$ cat src/rtl/gpio_port_pkg.sv
// Package: shared register-select encoding for the GPIO port block.
// Assumes a two-bit select field on the register bus.
package gpio_port_pkg;

    typedef enum logic [1:0] {
        SEL_DATA    = 2'd0,
        SEL_INMODE  = 2'd1,
        SEL_OUTMODE = 2'd2,
        SEL_NONE    = 2'd3
    } reg_sel_e;

endpackage

$ cat src/rtl/gpio_pin_sync.sv
// Module: two-flop synchronizer per pin input.
// Assumes asynchronous pad levels; output lags input by two rising edges.
module gpio_pin_sync #(
    parameter int PINS = 8
) (
    input  logic            clk,
    input  logic            rst_n,
    input  logic [PINS-1:0] async_in,
    output logic [PINS-1:0] sync_out
);

    logic [PINS-1:0] meta_q;
    logic [PINS-1:0] sync_q;

    // Two flops in series; reset to all ones to match released pins.
    always_ff @(posedge clk) begin
        if (!rst_n) begin
            meta_q <= '1;
            sync_q <= '1;
        end else begin
            meta_q <= async_in;
            sync_q <= meta_q;
        end
    end

    assign sync_out = sync_q;

endmodule

$ cat src/rtl/gpio_port_store.sv
// Module: data latch, input-mode and output-mode registers.
// Assumes byte write has priority over bit write when both are strobed.
module gpio_port_store
    import gpio_port_pkg::*;
#(
    parameter int              PINS        = 8,
    parameter int              IDXW        = (PINS > 1) ? $clog2(PINS) : 1,
    parameter logic [PINS-1:0] LATCH_INIT  = '1,
    parameter logic [PINS-1:0] INMODE_INIT = '1,
    parameter logic [PINS-1:0] OUTMODE_INIT = '0
) (
    input  logic            clk,
    input  logic            rst_n,
    input  reg_sel_e        sel,
    input  logic            wr_byte,
    input  logic [PINS-1:0] wdata,
    input  logic            wr_bit,
    input  logic [IDXW-1:0] bit_idx,
    input  logic            bit_val,
    output logic [PINS-1:0] latch_q,
    output logic [PINS-1:0] inmode_q,
    output logic [PINS-1:0] outmode_q
);

    // Data latch: byte write first, else single-bit update.
    always_ff @(posedge clk) begin
        if (!rst_n) begin
            latch_q <= LATCH_INIT;
        end else if (wr_byte && sel == SEL_DATA) begin
            latch_q <= wdata;
        end else if (wr_bit && !wr_byte) begin
            for (int i = 0; i < PINS; i++) begin
                if (bit_idx == IDXW'(i)) latch_q[i] <= bit_val;
            end
        end
    end

    // Input-mode register: byte writes only.
    always_ff @(posedge clk) begin
        if (!rst_n) begin
            inmode_q <= INMODE_INIT;
        end else if (wr_byte && sel == SEL_INMODE) begin
            inmode_q <= wdata;
        end
    end

    // Output-mode register: byte writes only.
    always_ff @(posedge clk) begin
        if (!rst_n) begin
            outmode_q <= OUTMODE_INIT;
        end else if (wr_byte && sel == SEL_OUTMODE) begin
            outmode_q <= wdata;
        end
    end

endmodule

$ cat src/rtl/gpio_pad_ctrl.sv
// Module: per-pin drive and pullup control.
// Assumes latch and mode bits are registered upstream; purely combinational.
module gpio_pad_ctrl #(
    parameter int PINS = 8
) (
    input  logic [PINS-1:0] latch,
    input  logic [PINS-1:0] inmode,
    input  logic [PINS-1:0] outmode,
    input  logic            pullup_off,
    output logic [PINS-1:0] pad_out,
    output logic [PINS-1:0] pad_oe,
    output logic [PINS-1:0] pad_pullup
);

    for (genvar g = 0; g < PINS; g++) begin : g_pin
        logic drives_low;

        // Drive: push-pull always enabled; open-drain only enabled for a low.
        always_comb begin
            pad_out[g]  = latch[g];
            pad_oe[g]   = outmode[g] | ~latch[g];
            drives_low  = pad_oe[g] & ~pad_out[g];
        end

        // Pullup: digital pin, globally allowed, not driven low.
        always_comb begin
            pad_pullup[g] = inmode[g] & ~pullup_off & ~drives_low;
        end
    end

endmodule

$ cat src/rtl/gpio_port_regs.sv
// Module: top of the GPIO port; register store, input sync, pad control, read mux.
// Assumes a combinational read port and that rmw is valid with the read.
module gpio_port_regs
    import gpio_port_pkg::*;
#(
    parameter int PINS = 8,
    parameter int IDXW = (PINS > 1) ? $clog2(PINS) : 1
) (
    input  logic            clk,
    input  logic            rst_n,
    input  logic [1:0]      reg_sel,
    input  logic            wr_byte,
    input  logic [PINS-1:0] wdata,
    input  logic            wr_bit,
    input  logic [IDXW-1:0] bit_idx,
    input  logic            bit_val,
    input  logic            rmw,
    input  logic            pullup_off,
    output logic [PINS-1:0] rdata,
    output logic            rbit,
    input  logic [PINS-1:0] pin_in,
    output logic [PINS-1:0] pin_out,
    output logic [PINS-1:0] pin_oe,
    output logic [PINS-1:0] pullup_en
);

    reg_sel_e        sel;
    logic [PINS-1:0] latch_q;
    logic [PINS-1:0] inmode_q;
    logic [PINS-1:0] outmode_q;
    logic [PINS-1:0] pin_sync;

    assign sel = reg_sel_e'(reg_sel);

    gpio_port_store #(
        .PINS (PINS),
        .IDXW (IDXW)
    ) u_store (
        .clk       (clk),
        .rst_n     (rst_n),
        .sel       (sel),
        .wr_byte   (wr_byte),
        .wdata     (wdata),
        .wr_bit    (wr_bit),
        .bit_idx   (bit_idx),
        .bit_val   (bit_val),
        .latch_q   (latch_q),
        .inmode_q  (inmode_q),
        .outmode_q (outmode_q)
    );

    gpio_pin_sync #(
        .PINS (PINS)
    ) u_sync (
        .clk      (clk),
        .rst_n    (rst_n),
        .async_in (pin_in),
        .sync_out (pin_sync)
    );

    gpio_pad_ctrl #(
        .PINS (PINS)
    ) u_pad (
        .latch      (latch_q),
        .inmode     (inmode_q),
        .outmode    (outmode_q),
        .pullup_off (pullup_off),
        .pad_out    (pin_out),
        .pad_oe     (pin_oe),
        .pad_pullup (pullup_en)
    );

    // Read mux: pins for plain data reads, latch for rmw reads, mode registers direct.
    always_comb begin
        unique case (sel)
            SEL_DATA:    rdata = rmw ? latch_q : (pin_sync & inmode_q);
            SEL_INMODE:  rdata = inmode_q;
            SEL_OUTMODE: rdata = outmode_q;
            default:     rdata = '0;
        endcase
    end

    // Bit read: selected bit of the current read data.
    assign rbit = rdata[bit_idx];

endmodule

$ cat config.mk
export PLATFORM = sky130hd
export DESIGN_NAME = gpio_port_regs
export DESIGN_NICKNAME = d
export VERILOG_FILES = /design/src/rtl/gpio_port_pkg.sv /design/src/rtl/gpio_pin_sync.sv /design/src/rtl/gpio_port_store.sv /design/src/rtl/gpio_pad_ctrl.sv /design/src/rtl/gpio_port_regs.sv
export SDC_FILE = /design/constraint.sdc
export NUM_CORES = 1
export LEC_CHECK = 0
export ABC_AREA = 1
export BUFFER_PORTS_ARGS = -buffer_cell sky130_fd_sc_hd__buf_2
export CELL_PAD_IN_SITES_DETAIL_PLACEMENT = 0
export CELL_PAD_IN_SITES_GLOBAL_PLACEMENT = 1
export CORE_MARGIN = 10
export CORE_UTILIZATION = 33
export CTS_CLUSTER_DIAMETER = 100
export DETAILED_ROUTE_END_ITERATION = 16
export MAX_ROUTING_LAYER = met4
export PLACE_DENSITY_LB_ADDON = 0.1
export SETUP_SLACK_MARGIN = 0.15
export SLEW_MARGIN = 20
export SYNTH_ARGS = -nofsm -noshare
export SYNTH_HDL_FRONTEND = slang
export SYNTH_HIERARCHICAL = 1
export SYNTH_SLANG_ARGS = --single-unit
$ cat constraint.sdc
create_clock -name clk -period 1.31 [get_ports clk]
set_input_delay 0.3275 -clock clk [delete_from_list [all_inputs] [get_ports clk]]
set_output_delay 0.3275 -clock clk [all_outputs]
set_load 0.005 [all_outputs]
==> metrics <==
first-pass GRT wire length 12.7 mm; Reg area between 800 and 900 um^2; RSZ-0062 raised after global routing yes; P&R area growth vs syn 53.4%; VDD IR max 475 uV; antenna cells 0; Tcrit/Tclk final 1.31; clock skew about 0.0076 ns; mean number of vias per cell around 4.5; pwr dens roughly 890 nW/um^2; largest net degree at the start of global routing 25; crit path DAT around 1.4 ns; commonest cells after routing, fill and taps aside nand2_1, inv_1, buf_2; sequential element share of the synthesized area 0.335; hold depth 3; outcome finished with violations; highest routed layer met4; CORE AREA just under 7000 um^2; Worst setup EP type output pin; CTS tree done; max incr delay on CP 0.38 ns; library cells used by synthesis 23; syn_nets a little over 400; Hold-fix buffers, CTS 0; Initial Util 0.346; Worst Slack Setup Final -0.405 ns; clock buffer depth 2; DRT iter0 DRCs 133; Leak 2.10 nW; CP Class register to output pin; Worst setup SP type register; io pins 61; EDFF count, synth 0; post-synthesis sequential element count 40; DR DRC count 0; CTS H-tree depth 2; synth warn 6; Die ar. roughly 11000 um^2; Final min period approximately 1.7 ns; worst reg-to-reg path cell count 5; Clk Latency, worst-skew pair approximately 0.30 ns; Total Wirelength a little over 8 mm; post-route ant nets 0; Buffers on Ports 60; Vert. Die Dim approximately 110 um; Worst Max-Slew Pin Slew 0.479 ns; met3 wire len 343 um; Final HPWL DP 6.33 mm; Slew Viols, Final 0; dominant cells by area after synthesis dfxtp_1, nand2_1, nand3_1; HP Start pin_in[7]; utilization after layout 0.530; total clock sinks 40; Total Routing Usage GR 0.143; Max Fclk just under 600 MHz; critical path peak fanout 4; Routed WL per cell between 10 and 15 um; largest area contributor in the netlist dfxtp_1; wire length on met2 between 4 and 5 mm; internal reg-to-reg setup slack ~0.38 ns; initial antenna violation count 0; Netlist Area Pre-Place 2390 um^2; CP required a little under 1 ns; Final setup viols 16; Mapped Cells 380; routability cong. between 0.8 and 0.9; worst hold path class primary input to register; top_reg_cell synth dfxtp_1; Slew headroom 0.681; cell family with most CP delay simple AND/OR/NAND/NOR gates; Overflow after GRT 0; Nets 520; root buf cell clkbuf_8; number of global-route vias before repair 2473; total CTS buffers 5; Pre-Repair DR Iteration Count 4; CP bufs+invs 1; width of the die ~110 um; layout cell share with drive strength beyond 1 0.460; area fraction of the dominant cell type after synthesis 0.335; CP max-delay cell dfxtp_4; count of final hold-check violations 0; wire length on met1 3.73 mm; clock slew at reported path FFs approximately 0.090 ns; Mean Syn Cell Area about 6.3 um^2; commonest non-fill, non-tap cell in the layout nand2_1; CP Cell Sequence nand2_2, nand2_2, nand3_2, nand3_2, nand3_2, nand2_1, nand2_1, nand2_1, buf_2; Worst R2R Start u_store/inmode_q[3]; Critical R2R Capture u_store/inmode_q[3]; Filler Cells Inserted roughly 740; Max Cap Viol 0; area of the multi-input gates 1300 um^2; routed via count roughly 2600; pre-CTS setup slack -0.376 ns; Hold Path End u_sync/meta_q[7]; ys async rst share 0; failing checks negative setup slack; row count 30
-- synthesized netlist by cell type (2+ instances only) --
library cell	count
nand2_1	121
inv_1	66
nand3_1	63
dfxtp_1	40
nor2_1	36
buf_4	10
o21ai_0	8
a21oi_1	6
buf_6	5
inv_2	4
nand2_2	4
nand3_2	3
a21boi_1	2
inv_4	2
nor2_4	2
-- flip-flops by register name, indices dropped and copies added (netlist names) --
name,cells
u_store/inmode_q,8
u_sync/sync_out,8
u_store/outmode_q,8
u_sync/meta_q,8
u_store/latch_q,8
-- final cells by class --
class,instances,share of cell area
Timing Repair Buffer,124,0.270
Clock inverter,3,0.0116
Tap cell,96,0.0328
Clock buffer,5,0.0188
Inverter,73,0.0803
Sequential cell,40,0.232
Multi-Input combinational cell,248,0.355
-- routing by layer --
| metal | up-vias | GRT usage |
|---|---|---|
| li1 | 1373 | - |
| met1 | 1214 | 0.179 |
| met2 | 56 | 0.234 |
| met3 | 5 | 0.0283 |
| met4 | 0 | 0.0304 |
| met5 | - | - |
-- worst register-to-register path: stages, from the launching register on --
cell and delay (ns):
dfxtp_2 0.34, buf_4 0.13, buf_6 0.11, buf_6 0.11, nand2_1 0.05, nand3_1 0.06
-- worst max path at each step --
stage                              startpoint  cells past startpoint   end  slack [ns]
after floorplan                    reg_sel[0]                      8  rbit       -0.02
after global placement             reg_sel[0]                     11  rbit       -0.38
after detailed placement           reg_sel[1]                     11  rbit       -0.38
after CTS                 u_store/inmode_q[4]                      9  rbit       -0.36
after global routing      u_store/inmode_q[5]                      9  rbit       -0.51
final                     u_store/inmode_q[5]                      9  rbit       -0.40
-- through the flow --
stage	hold slack [ns]	TNS [ns]	cells	cell area, um^2	power, mW
finish	0.191	-2.84	589	3660	3.26
floorplan	0.380	-0.0163	380	2430	1.75
global route	0.194	-4.12	589	3660	3.45
CTS	0.184	-2.53	578	3390	3.19
global placement	0.385	-3.31	567	3070	2.09
detailed placement	0.390	-3.84	567	3070	2.09
-- cells by family after synthesis --
logic type,Yosys count,share of synthesized area
buf+inv,92,0.195
compound gates,17,0.0425
flops,40,0.335
simple gates,231,0.427
-- what timing repair did --
action                     4_1_cts  5_1_grt
buffers inserted                 3       11
gates resized for setup         74       52
setup endpoints to repair       33       33
cloned                           0        0
pin swaps                        8       29
-- power by group --
group          leakage, nW  internal [mW]  total [mW]  switching, mW
combinational         1.72          0.448       0.913          0.465
clock               0.0541          0.564        1.02          0.454
sequential           0.330           1.28        1.33         0.0469
Power figures use the tool's default switching activity.
